**config.mk**
```make
export PLATFORM = sky130hd
export DESIGN_NAME = raid_parity_rebuild
export DESIGN_NICKNAME = d
export VERILOG_FILES = /design/src/rtl/raid_pkg.sv /design/src/rtl/raid_par_loc.sv /design/src/rtl/raid_xor_fold.sv /design/src/rtl/raid_parity_rebuild.sv
export SDC_FILE = /design/constraint.sdc
export NUM_CORES = 1
export LEC_CHECK = 0
export ABC_AREA = 1
export BUFFER_PORTS_ARGS = -buffer_cell sky130_fd_sc_hd__buf_2
export CORE_MARGIN = 4
export CORE_UTILIZATION = 43
export CTS_BUF_LIST = sky130_fd_sc_hd__clkbuf_4 sky130_fd_sc_hd__clkbuf_8
export DETAILED_ROUTE_END_ITERATION = 10
export PLACE_DENSITY = 0.69
export SYNTH_ARGS = -nofsm -noshare
export SYNTH_HDL_FRONTEND = slang
export SYNTH_HIERARCHICAL = 1
export SYNTH_SLANG_ARGS = --single-unit
export TNS_END_PERCENT = 30
```
**constraint.sdc**
```tcl
create_clock -name clk_i -period 1.7 [get_ports clk_i]
set_clock_uncertainty 0.2 [all_clocks]
set_input_delay 0.34 -clock clk_i [delete_from_list [all_inputs] [get_ports clk_i]]
set_output_delay 0.34 -clock clk_i [all_outputs]
set_load 0.02 [all_outputs]
```
**src/rtl/raid_pkg.sv**
```systemverilog
package raid_pkg;
  typedef enum logic {
    PAR_FIXED  = 1'b0,
    PAR_ROTATE = 1'b1
  } par_mode_e;
endpackage

```
**src/rtl/raid_par_loc.sv**
```systemverilog
module raid_par_loc #(
  parameter int N        = 4,
  parameter int STRIPE_W = 16,
  parameter int IDX_W    = $clog2(N + 1)
) (
  input  logic                mode_i,
  input  logic [STRIPE_W-1:0] stripe_i,
  output logic [IDX_W-1:0]    par_idx_o
);
  import raid_pkg::*;

  localparam logic [STRIPE_W-1:0] N_S   = STRIPE_W'(N);
  localparam bit                  POW2  = (N & (N - 1)) == 0;
  localparam int                  LOG_N = (N > 1) ? $clog2(N) : 1;

  logic [STRIPE_W-1:0] rem;

  generate
    if (POW2) begin : g_mask
      // power-of-two member count: modulo is a bit mask
      assign rem = stripe_i & (N_S - STRIPE_W'(1));
    end else begin : g_mod
      assign rem = stripe_i % N_S;
    end
  endgenerate

  logic [STRIPE_W-1:0] rot_idx;
  assign rot_idx = N_S - STRIPE_W'(1) - rem;

  always_comb begin
    if (par_mode_e'(mode_i) == PAR_ROTATE) par_idx_o = IDX_W'(rot_idx);
    else                                   par_idx_o = IDX_W'(N - 1);
  end

  logic unused_log;
  assign unused_log = ^LOG_N;
endmodule

```
**src/rtl/raid_xor_fold.sv**
```systemverilog
module raid_xor_fold #(
  parameter int N      = 4,
  parameter int WORD_W = 32
) (
  input  logic [N*WORD_W-1:0] words_i,
  input  logic [N-1:0]        keep_i,
  output logic [WORD_W-1:0]   fold_o
);
  always_comb begin
    fold_o = '0;
    for (int k = 0; k < N; k++) begin
      if (keep_i[k]) fold_o = fold_o ^ words_i[k*WORD_W +: WORD_W];
    end
  end
endmodule

```
**src/rtl/raid_parity_rebuild.sv**
```systemverilog
module raid_parity_rebuild #(
  parameter int N        = 4,
  parameter int WORD_W   = 32,
  parameter int STRIPE_W = 16,
  localparam int IDX_W   = $clog2(N + 1)
) (
  input  logic                clk_i,
  input  logic                rst_ni,
  input  logic                valid_i,
  input  logic                mode_i,
  input  logic [STRIPE_W-1:0] stripe_i,
  input  logic [N*WORD_W-1:0] members_i,
  input  logic                fail_vld_i,
  input  logic [IDX_W-1:0]    fail_idx_i,
  output logic                valid_o,
  output logic [WORD_W-1:0]   parity_o,
  output logic [IDX_W-1:0]    par_idx_o,
  output logic [WORD_W-1:0]   rebuilt_o,
  output logic                err_o
);
  logic [IDX_W-1:0]  par_idx_d;
  logic [N-1:0]      par_keep, fail_keep;
  logic [WORD_W-1:0] par_fold, fail_fold, rebuilt_d;
  logic              err_d;

  raid_par_loc #(.N(N), .STRIPE_W(STRIPE_W), .IDX_W(IDX_W)) i_loc (
    .mode_i   (mode_i),
    .stripe_i (stripe_i),
    .par_idx_o(par_idx_d)
  );

  assign par_keep  = ~(N'(1) << par_idx_d);
  assign fail_keep = ~(N'(1) << fail_idx_i);

  raid_xor_fold #(.N(N), .WORD_W(WORD_W)) i_par_fold (
    .words_i(members_i),
    .keep_i (par_keep),
    .fold_o (par_fold)
  );

  raid_xor_fold #(.N(N), .WORD_W(WORD_W)) i_fail_fold (
    .words_i(members_i),
    .keep_i (fail_keep),
    .fold_o (fail_fold)
  );

  assign err_d     = fail_vld_i && (fail_idx_i >= IDX_W'(N));
  assign rebuilt_d = (fail_vld_i && !err_d) ? fail_fold : '0;

  always_ff @(posedge clk_i or negedge rst_ni) begin
    if (!rst_ni) begin
      valid_o   <= 1'b0;
      parity_o  <= '0;
      par_idx_o <= '0;
      rebuilt_o <= '0;
      err_o     <= 1'b0;
    end else begin
      valid_o <= valid_i;
      if (valid_i) begin
        parity_o  <= par_fold;
        par_idx_o <= par_idx_d;
        rebuilt_o <= rebuilt_d;
        err_o     <= err_d;
      end
    end
  end

  a_r7_valid_rise: assert property (@(posedge clk_i) disable iff (!rst_ni)
    valid_i |=> valid_o);
  a_r7_valid_low: assert property (@(posedge clk_i) disable iff (!rst_ni)
    !valid_i |=> !valid_o);
  a_r7_hold: assert property (@(posedge clk_i) disable iff (!rst_ni)
    !valid_i |=> $stable(parity_o) && $stable(rebuilt_o) && $stable(par_idx_o));
  a_r3_fixed_loc: assert property (@(posedge clk_i) disable iff (!rst_ni)
    (valid_i && !mode_i) |=> par_idx_o == IDX_W'(N - 1));
  a_r4_loc_range: assert property (@(posedge clk_i) disable iff (!rst_ni)
    valid_i |=> par_idx_o < IDX_W'(N));
  a_r5_parity_rebuild: assert property (@(posedge clk_i) disable iff (!rst_ni)
    (valid_i && fail_vld_i && fail_idx_i == par_idx_d) |=> rebuilt_o == parity_o);
  a_r6_err_zero: assert property (@(posedge clk_i) disable iff (!rst_ni)
    err_o |-> rebuilt_o == '0);
  a_r9_no_fail: assert property (@(posedge clk_i) disable iff (!rst_ni)
    (valid_i && !fail_vld_i) |=> !err_o && rebuilt_o == '0);
endmodule

```
==> results of run 1 <==
power groups by stage:
| stage | Clock [mW] | Sequential (mW) | Combinational (mW) |
|---|---|---|---|
| after floorplan | 0 | 2.18 | 1.30 |
| after global placement | 0 | 1.95 | 2.21 |
| after detailed placement | 0 | 1.95 | 2.27 |
| after CTS | 1.54 | 1.92 | 2.27 |
| after global routing | 1.60 | 1.95 | 2.59 |
| final | 1.48 | 1.92 | 2.26 |
worst min-delay path, delay by kind of cell:
kind          cells  cell delay, ps
buf+inv           1              90
simple gates      2             130
cell families after synthesis:
group,after synthesis,synth area share (%)
AOI/OAI and AO/OA,3,0.2050
DFF,69,23.59
and+or+nand+nor,1073,60.13
buffers and inverters,234,16.03
other,1,0.05122
cell type report:
type / count / area [µm²] / share of cell area, %
multi-input cells: 1077 / 4466 / 50.86
flip-flops and latches: 69 / 1727 / 19.67
repair buffers: 236 / 1474 / 16.79
inverters: 168 / 630.6 / 7.183
well taps: 220 / 275.3 / 3.135
clock buffers: 13 / 172.7 / 1.967
clock inverters: 1 / 30.03 / 0.3420
diodes: 2 / 5.005 / 0.05700
placed cells by master, fill, tap and decap left out, drive strengths merged:
| master | n |
|---|---|
| nand2 | 743 |
| o21ai | 3 |
| bufinv | 1 |
| conb | 1 |
| nand3 | 201 |
| buf | 235 |
| inv | 168 |
| diode | 2 |
| dlygate4sd3 | 1 |
| nor2 | 129 |
| dfrtp | 69 |
| clkbuf | 13 |
registers in the layout, summed over array words and instances, names as in the netlist:
register,count
rebuilt_o,32
parity_o,32
valid_o,1
par_idx_o,3
err_o,1
timing repair:
action	4_1_cts	5_1_grt
endpoints found under the setup margin	0	6
hold buffers	1	0
endpoints found under the hold margin	69	0
resized for setup	0	2
routing by layer:
metal	track usage [%]	up-vias	wire length (µm)
met1	28.09	3677	9439
met4	7.228	2	436
met3	4.696	29	1749
li1	-	4485	-
met5	0	-	8
met2	40.93	251	10550
through the flow:
step	total power, mW	worst slack, ps
after floorplan	3.473	83.81
after global placement	4.163	-156.7
after detailed placement	4.219	-222.5
after CTS	5.739	169.3
after global routing	6.143	6.776
final	5.663	191.5
worst max path at each step:
stage | startpoint | cells after the start | to | slack (ps)
finish | parity_o[28]$_DFFE_PN0P_ | 1 | parity_o[28] | 190
global route | fail_idx_i[2] | 15 | rebuilt_o[20]$_DFFE_PN0P_ | 7
CTS | fail_idx_i[2] | 14 | rebuilt_o[20]$_DFFE_PN0P_ | 170
detailed placement | fail_idx_i[2] | 14 | rebuilt_o[20]$_DFFE_PN0P_ | -220
global placement | fail_idx_i[2] | 15 | rebuilt_o[26]$_DFFE_PN0P_ | -160
floorplan | fail_idx_i[2] | 13 | rebuilt_o[10]$_DFFE_PN0P_ | 80
==> impl_summary.md, run 1 <==
Global routing
Entering global routing, the biggest net connects 70 pins. The via count of the first global-routing pass came to 7,779. The number of antenna violations at the first check in global routing is 3.

The total global routing track utilization is 23.07%. For this run the aggregate overflow at the end of global routing stands at 0. The first global-routing pass estimated 36.87 mm of wire.

Clocking
Clock-pin slew was measured on the worst setup and hold paths at 80 ps. The sink count of the clock tree is 69. TritonCTS built the clock tree.

Clock tree synthesis inserted a total of 9 buffers. The latest clock arrival within the worst-skew pair is 360 ps. The deepest level of the CTS H-tree is 3. After clock tree synthesis, the setup repair step added 0 buffers. The clock tree root buffer cell is clkbuf_8. The longest clock path from root to sink contains 2 buffers.

Power
The combinational power share is 39.9%. The switching power is 2.200 mW. The clock network burns 26.1% of the power. Across the VDD grid, the largest voltage drop is 399.1 µV. The sequential share of power is 34.0%. The cell-internal power is 3.462 mW. The cell area power density is 645.0 mW/mm². For this design the static power due to leakage is 6.266 nW.

The proportion of total power due to net switching is 38.86%.

Die
Pin placement for this block handled 221 I/O pins. The die is 138.5 µm wide. The area of the die is 0.01918 mm². The floorplan step defined a core boundary enclosing 0.01664 mm². The starting utilization of the core area is 43.99%. The die outline height is 138.5 µm. The initialized floorplan defines 47 standard-cell rows.

Drt
The first detailed-routing pass ran for 5 iterations. After detailed routing, the total wire length is 22.18 mm. The starting DRC count in detailed routing is 488. The average wire length per cell after detail routing is 12.42 µm. The via count of the routed design is 8,444. In the routed design, unresolved DRC markers number 0. In this run the remaining antenna-violating nets after routing total 0.

In the routed layout, each cell is associated on average with a via count of 4.728.

STA
The fmax is 662.9 MHz. The fraction of the cycle the final worst path needs is 88.73%. Setup repair after global routing left no endpoint under its margin. Setup violations remaining at the end of the flow were counted as 0. The post-layout minimum cycle time is 1508 ps.

The final count of pins violating max slew is 0. The total count of hold-check failures in the final report is 0. The sum of negative setup slack is 0 ps. Final hold analysis gives a worst-case slack of 37.17 ps.

Run
Across the run, the number of max-cap violations was 0.

Place
Once detailed placement completed, the half-perimeter wirelength came to 16.02 mm. The number of input and output port buffers inserted is 206. Once placement finished, the instance area stood at 0.008557 mm². The congestion estimate from routability-driven global placement came to 0.8272. The total instance count after detailed placement is 1,769.

Setup path
The category of the worst setup path capture point is a primary output. Together, buffers and inverters on the worst path number 1. The critical register-to-register path startpoint is parity_o[28]$_DFFE_PN0P_. The kind of cell with the highest combined delay along the critical path is flip-flops. Walking the worst path, the cells encountered are buf_2. The critical-path cell with the highest stage delay is dfrtp_1.

The type of element launching the critical path is a register. The critical path in this run is classified as reg -> out. For flop-to-flop paths, the worst setup slack is 840 ps. In this design, the stage delay of the slowest critical-path cell is 430 ps.

The destination of the worst register-to-register timing path is parity_o[28]$_DFFE_PN0P_. Data arrives at the worst endpoint at 970 ps. The required time of the worst setup path is 1160 ps.

The highest net fanout along the worst path is 2. The number of cells on the worst reg-to-reg path is 2.

Synthesis
Counting instances in the post-synthesis netlist gives the leading cell types as nand2_1 (695), nand3_1 (201), inv_1 (157). Sorting the synthesized cells by area gives the leading types as nand2_1 (36%), dfrtp_1 (24%), nand3_1 (14%), inv_1 (8.0%), nor2_1 (6.6%). After synthesis the cells add up to 0.007321 mm². In this run, distinct cell masters in the synthesized netlist total 14. A synthesized cell averages 5.305 µm². Of all cell types, the one taking the most synthesized area is nand2_1. After synthesis the netlist holds a flip-flop and latch count of 69. The number of instances in the synthesized netlist is 1,380. The share of flip-flops with an asynchronous set or reset is 100.0%. By instance count, the leading cell after synthesis is nand2_1. Synthesis produced a netlist with a net count of 1,532. The most frequently used flop master after synthesis is dfrtp_1.

The Yosys warning count is 6. The top cell type by area accounts for 35.63% of the synthesized area. Counting flops with a built-in enable in the synthesized netlist gives 0. The share of the Yosys chip area taken by registers is 23.59%.

Run status
The flow ran to the end, and the final reports show no timing, DRC or antenna violations.

Min path
The kind of path behind the tightest hold check is in -> reg. Counting instances, the worst hold path has a depth of 3. The launch instance of the worst min-delay path is fail_vld_i. The end point of the most critical hold path is err_o$_DFFE_PN0P_.

Final layout
The number of nets in the layout is 1,713. From synthesis to final layout, the design area changed by 19.93%. Leaving out filler cells and counting taps, the final layout contains 1,786. The final design utilization is 52.76%. The number of fillers in the final layout is 1,790. The area of all placed cells without fillers is 0.008780 mm².

The fraction of final layout cells sized beyond drive strength 1 is 20.33%.
Note: power is estimated with default switching activity, not from simulation.
==> run 2, diff against run 1 <==
--- a/config.mk
+++ b/config.mk
@@ -8,10 +8,9 @@
 export ABC_AREA = 1
 export BUFFER_PORTS_ARGS = -buffer_cell sky130_fd_sc_hd__buf_2
 export CORE_MARGIN = 4
-export CORE_UTILIZATION = 43
+export CORE_UTILIZATION = 35
 export CTS_BUF_LIST = sky130_fd_sc_hd__clkbuf_4 sky130_fd_sc_hd__clkbuf_8
 export DETAILED_ROUTE_END_ITERATION = 10
-export PLACE_DENSITY = 0.69
 export SYNTH_ARGS = -nofsm -noshare
 export SYNTH_HDL_FRONTEND = slang
 export SYNTH_HIERARCHICAL = 1
==> impl_summary.md, run 2 (same netlist as run 1, synthesis figures left out) <==
Run status
The run finished with clean final reports.

Min path
In this run the worst hold path is classified as in -> reg.

Drt
The average wire length per cell after detail routing is 12.43 µm (about the same). The number of design rule violations left after detail routing is 0 (unchanged). The mean number of vias per cell is 4.616 (-2.4%). The number of optimization iterations in the first detailed-route pass is 5 (unchanged). The total wire length is 22.86 mm (+3.1%).

The starting DRC count in detailed routing came to 414 (-15%). The count of nets left with antenna violations after detail routing came to 0 (unchanged). The via count of the routed design is 8,489 (+0.53%).

Setup path
The category of the most critical setup path is in -> reg. The worst setup path is captured at a register. The required time of the worst setup path came to 1790 ps (+630 ps).

The arrival time reported for the critical path endpoint is 1620 ps (+650 ps). The highest net fanout along the worst path is 26 (+24). STA classifies the critical path startpoint as an input port.

Final layout
The final design utilization is 43.42% (-9.3 points). The number of fillers in the final layout came to 2,264 (+26%). The largest registers in the layout are parity_o (32), rebuilt_o (32), par_idx_o (3). In the layout the commonest cells are nand2_1 (695), buf_2 (205), nand3_1 (194). The most common cell after layout, fill and taps aside is nand2_1. The signed area change from the synthesized netlist to the final layout is 21.18%. The fraction of final layout cells sized beyond drive strength 1 was 20.29% (-0.039 points). The number of nets in the layout is 1,714 (+0.058%).

Global routing
The leftover overflow at the end of global routing was 0 (unchanged). The number of antenna violations at the first check in global routing was 4 (+1). The global-route wire length before repair is 37.42 mm (+1.5%). The pin count of the biggest net entering global routing is 70 (unchanged).

The via count of the first global-routing pass was 7,539 (-3.1%). The total global routing track utilization is 19.29% (-3.8 points).

Die
The number of rows in the core area was 52 (+11%). The area of the placeable core is 0.02043 mm² (+23%). The width of the die was 152.6 µm (+10%). The die outline height is 152.6 µm (+10%). The area of the die is 0.02329 mm² (+21%).

The I/O pin count was 221 (unchanged). The starting utilization of the core area was 35.83% (-8.2 points).

STA
The fmax is 652.9 MHz (-1.5%). The fraction of the cycle the final worst path needs is 90.09% (+1.4 points). The final count of pins violating max slew is 0 (unchanged). The total count of hold-check failures in the final report is 0 (unchanged).

The final critical-path setup slack is 168.5 ps (-23.05 ps). The post-layout minimum cycle time is 1532 ps (+23.05 ps). The sum of negative setup slack is 0 ps (unchanged). The count of final setup violators is 0 (unchanged).

Setup repair after global routing left no endpoint under its margin.

Place
The estimated wirelength of the detail-placed design came to 16.80 mm (+4.8%). The number of input and output port buffers inserted is 206 (unchanged). The post-place setup slack came to -211.1 ps (+11.37 ps). The final estimated routing congestion in global placement came to 0.7993 (-3.4%).

Clocking
The maximum count of clock buffers along a single path came to 2 (unchanged). The clock transition time at the flip-flop clock pins of the worst setup and hold paths is 80 ps (about the same). The clock tree root buffer cell is clkbuf_8. The deepest level of the CTS H-tree came to 3 (unchanged). The number of buffers inserted by post-CTS setup repair was 0 (unchanged). The number of buffers inserted during clock tree synthesis is 9 (unchanged).

The latest clock arrival within the worst-skew pair came to 360 ps (about the same). The sink count of the clock tree is 69 (unchanged). TritonCTS built the clock tree.

Power
The peak supply drop was 412.5 µV (+3.3%). The cell area power density is 641.8 mW/mm² (-0.50%). The standby leakage power is 6.272 nW (about the same). The power consumption was 5.693 mW (+0.54%).

Run
The number of violations of the max-capacitance limit is 0 (unchanged).
-- run 2: cell count changes in the layout (fill, tap and decap cells not counted), sizes merged --
cell	before	now
clkbuf	13	11
clkinv	0	2
clkinvlp	0	2
dlygate4sd3	1	2
-- run 2: power breakdown --
part	internal (mW)	switching [mW]
Combinational	0.846	1.43
Clock	0.759	0.740
Sequential	1.82	0.101
Total	3.43	2.27
-- run 2: area by class of cell --
class / count / area, µm² / share of cell area (%)
Tap cell: 270 / 337.8 / 3.808
Antenna cell: 2 / 5.005 / 0.05642
Multi-Input combinational cell: 1077 / 4461 / 50.28
Inverter: 168 / 630.6 / 7.109
Timing Repair Buffer: 237 / 1500 / 16.91
Clock buffer: 11 / 151.4 / 1.707
Sequential cell: 69 / 1727 / 19.46
Clock inverter: 5 / 58.81 / 0.6629
-- run 2: worst paths after layout --
| check | cells after the start | slack, ps | endpoint | from |
|---|---|---|---|---|
| hold reg to reg | 2 | 270 | parity_o[25]$_DFFE_PN0P_ | parity_o[25]$_DFFE_PN0P_ |
| setup / recovery | 15 | 170 | rebuilt_o[13]$_DFFE_PN0P_ | fail_idx_i[2] |
| max in group asynchronous | 3 | 620 | parity_o[19]$_DFFE_PN0P_ | rst_ni |
| hold / removal | 3 | 110 | parity_o[0]$_DFFE_PN0P_ | valid_i |
| min in group asynchronous | 3 | 340 | rebuilt_o[4]$_DFFE_PN0P_ | rst_ni |
| setup reg to reg | 2 | 860 | parity_o[28]$_DFFE_PN0P_ | parity_o[28]$_DFFE_PN0P_ |
-- run 2: routing by layer --
| layer | global-route usage (%) | up-vias | routed length, µm |
|---|---|---|---|
| met1 | 25.28 | 3712 | 10320 |
| met5 | 0 | - | 23 |
| met3 | 4.459 | 39 | 1624 |
| li1 | - | 4494 | - |
| met2 | 31.53 | 238 | 10340 |
| met4 | 6.237 | 6 | 549 |
-- run 2: per-stage QoR --
| stage | cell area (µm²) | std cells | hold slack, ps |
|---|---|---|---|
| floorplan | 7321 | 1380 | -155.6 |
| global placement | 8632 | 1819 | 194.5 |
| detailed placement | 8632 | 1819 | 196.7 |
| CTS | 8862 | 1837 | 91.02 |
| global route | 8869 | 1838 | 123.1 |
| finish | 8871 | 1839 | 108.0 |
-- run 2: worst max-delay path, stage by stage --
cell,delay [ps]
buf_2,110
inv_1,160
nand3_2,140
buf_12,200
nand2_1,90
inv_1,40
nand2_1,60
nand2_2,60
nand2_1,60
inv_1,30
nor2_1,80
nand2_1,70
inv_2,50
nand2_1,40
nand2_1,60
-- run 2: what timing repair did --
item | CTS | global route
gates resized for setup | 0 | 1
hold buffers | 2 | 0
hold endpoints to repair | 70 | 0
setup endpoints to repair | 0 | 2
==> run 3, diff against run 2 <==
--- a/config.mk
+++ b/config.mk
@@ -7,10 +7,11 @@
 export LEC_CHECK = 0
 export ABC_AREA = 1
 export BUFFER_PORTS_ARGS = -buffer_cell sky130_fd_sc_hd__buf_2
-export CORE_MARGIN = 4
+export CORE_MARGIN = 3
 export CORE_UTILIZATION = 35
 export CTS_BUF_LIST = sky130_fd_sc_hd__clkbuf_4 sky130_fd_sc_hd__clkbuf_8
 export DETAILED_ROUTE_END_ITERATION = 10
+export GPL_TIMING_DRIVEN = 1
 export SYNTH_ARGS = -nofsm -noshare
 export SYNTH_HDL_FRONTEND = slang
 export SYNTH_HIERARCHICAL = 1
==> impl_summary.md, run 3 (same netlist as run 1, synthesis figures left out) <==
Global routing
The number of antenna violations at the first check in global routing came to 6 (+2). The total global routing track utilization came to 20.01% (+0.72 points). The pin count of the biggest net entering global routing is 46 (-34%). The leftover overflow at the end of global routing is 0 (unchanged). The global-route wire length before repair came to 36.54 mm (-2.3%).

The via count of the first global-routing pass was 7,631 (+1.2%).

Setup path
The highest net fanout along the worst path is 14 (-46%). The required time of the worst setup path is 1810 ps (+20 ps). The critical register-to-register path startpoint is parity_o[29]$_DFFE_PN0P_. In this design, the critical path's most frequently occurring cell is nand2_1. The critical path starts at mode_i. The critical-path cell with the highest stage delay is buf_4.

The arrival time reported for the critical path endpoint is 1650 ps (+30 ps). The delay of the slowest critical-path stage is 260 ps (+60 ps). The worst setup path is launched from an input port.

The category of the worst setup path capture point is a register. The worst setup path is of the in -> reg kind. Traced cell by cell, the critical path runs through buf_2 -> nand2_1 -> inv_1 -> nand3_1 -> buf_4 -> nand2_1 -> inv_1 -> nand2_1 -> nand2_1 -> nor2_1 -> nor2_1 -> nand2_1 -> nand2_1.

Clocking
The number of buffers inserted by post-CTS setup repair was 0 (unchanged). The deepest level of the CTS H-tree is 3 (unchanged). The sink count of the clock tree is 69 (unchanged). The number of buffers inserted during clock tree synthesis came to 9 (unchanged).

TritonCTS built the clock tree. The clock transition time at the flip-flop clock pins of the worst setup and hold paths is 80 ps (about the same). The latest clock arrival within the worst-skew pair is 360 ps (about the same).

CTS placed an instance of clkbuf_8 at the clock tree root. The maximum count of clock buffers along a single path is 2 (unchanged).

Place
The number of input and output port buffers inserted was 206 (unchanged). The estimated wirelength of the detail-placed design is 16.75 mm (-0.27%). The final estimated routing congestion in global placement is 0.7995 (about the same). The total instance count after detailed placement was 1,820 (+0.055%).

Die
The die outline height is 150.6 µm (-1.3%). The width of the die is 150.6 µm (-1.3%). The area of the placeable core is 0.02036 mm² (-0.32%). The area of the die was 0.02269 mm² (-2.6%). The I/O pin count was 221 (unchanged). The starting utilization of the core area is 35.95% (+0.11 points). The number of rows in the core area was 52 (unchanged).

STA
The fmax is 647.5 MHz (-0.84%). The sum of negative setup slack came to 0 ps (unchanged). The total count of hold-check failures in the final report came to 0 (unchanged). The fraction of the cycle the final worst path needs is 90.85% (+0.76 points).

The worst hold-check slack came to 135.0 ps (+27.02 ps). The final count of pins violating max slew came to 0 (unchanged). Setup repair after global routing left no endpoint under its margin. The count of final setup violators is 0 (unchanged). The post-layout minimum cycle time is 1544 ps (+12.97 ps).

Drt
The starting DRC count in detailed routing is 349 (-16%). The via count of the routed design is 8,409 (-0.94%). The mean number of vias per cell is 4.568 (-1.1%). The number of design rule violations left after detail routing is 0 (unchanged). The number of optimization iterations in the first detailed-route pass came to 5 (unchanged). The average wire length per cell after detail routing is 12.19 µm (-1.9%). The count of nets left with antenna violations after detail routing is 0 (unchanged). The total wire length is 22.44 mm (-1.8%).

Power
The relative contribution of the clock network to total power is 25.6% (-0.7 points). The combinational power share was 40.3% (+0.4 points). The cell area power density is 634.3 mW/mm² (-1.2%).

The switching power is 2.215 mW (-2.3%). The proportion of total power due to net switching is 39.32% (-0.48 points). The power consumption is 5.632 mW (-1.1%). The peak supply drop was 335.7 µV (-19%).

The cell-internal power came to 3.417 mW (-0.27%). The standby leakage power is 6.281 nW (+0.14%). The sequential share of power was 34.1% (+0.3 points).

Final layout
The footprint of the multi-input gates is 0.004461 mm² (unchanged). The fraction of final layout cells sized beyond drive strength 1 is 20.41% (+0.11 points). The most common cell after layout, fill and taps aside is nand2_1. The number of fillers in the final layout is 2,236 (-1.2%).

The final design utilization was 43.60% (+0.18 points). The footprint of the flip-flops and latches is 0.001727 mm² (unchanged). The largest registers in the layout are parity_o (32), rebuilt_o (32), par_idx_o (3).

The signed area change from the synthesized netlist to the final layout came to 21.30% (about the same). The library cells used most frequently in the layout, excluding fill and tap cells, are nand2_1 (695), buf_2 (205), nand3_1 (194). The number of nets in the layout is 1,715 (+0.058%). The number of cells in the finished layout apart from fillers is 1,841 (+0.11%).

Min path
The startpoint identified for the worst hold timing path is valid_i. The kind of path behind the tightest hold check is in -> reg.

Run
The number of violations of the max-capacitance limit was 0 (unchanged).

Run status
The run finished with clean final reports.
run 3: cell count changes in the layout (fill, tap and decap cells not counted), sizes merged:
cell / previous run / this run
buf: 235 / 236
clkbuf: 11 / 12
clkinvlp: 2 / 1
diode: 2 / 3
run 3: cell type report:
class | count | area share, %
antenna | 3 | 0.08454
clock buffer | 12 | 1.719
clock inverter | 4 | 0.5354
inverter | 168 | 7.102
multi-input combinational | 1077 | 50.23
sequential | 69 | 19.44
tap | 270 | 3.804
timing repair buffer | 238 | 17.08
run 3: path summary, 6_finish.rpt:
kind / cells past startpoint / slack, ps / end
min in group asynchronous: 3 / 260 / rebuilt_o[5]$_DFFE_PN0P_
max in group asynchronous: 3 / 680 / rebuilt_o[29]$_DFFE_PN0P_
worst min register to register: 2 / 270 / parity_o[24]$_DFFE_PN0P_
worst max-delay path: 13 / 160 / parity_o[24]$_DFFE_PN0P_
worst min-delay path: 5 / 130 / rebuilt_o[29]$_DFFE_PN0P_
worst max register to register: 2 / 830 / parity_o[29]$_DFFE_PN0P_
run 3: metrics by stage:
stage,area (µm²),setup WS (ps)
2_1_floorplan,7321,83.81
3_3_place_gp,8652,-212.3
3_5_place_dp,8652,-236.9
4_1_cts,8872,157.4
5_1_grt,8877,51.84
6_report,8880,155.5
run 3: metal layers:
layer / GRT usage, % / routed length [µm] / vias up
met1: 24.80 / 9935 / 3664
met2: 34.22 / 10570 / 204
li1: - / - / 4505
met5: 0 / 29 / -
met3: 4.545 / 1506 / 28
met4: 6.800 / 401 / 8
run 3: critical path: cells and delay by family:
kind	cells	cell delay [ps]
and+or+nand+nor	9	800
buffers and inverters	4	500
run 3: power by group through the flow:
stage | Sequential [mW] | Combinational [mW] | Clock [mW]
after floorplan | 2.18 | 1.30 | 0
after detailed placement | 1.95 | 2.28 | 0
after global routing | 1.95 | 2.61 | 1.57
after CTS | 1.92 | 2.29 | 1.51
after global placement | 1.95 | 2.23 | 0
final | 1.92 | 2.27 | 1.44
run 3: repair_timing:
item / 4_1_cts / 5_1_grt
endpoints found under the setup margin: 0 / 2
hold buffers: 2 / 0
gates resized for setup: 0 / 1
hold endpoints to repair: 70 / 0
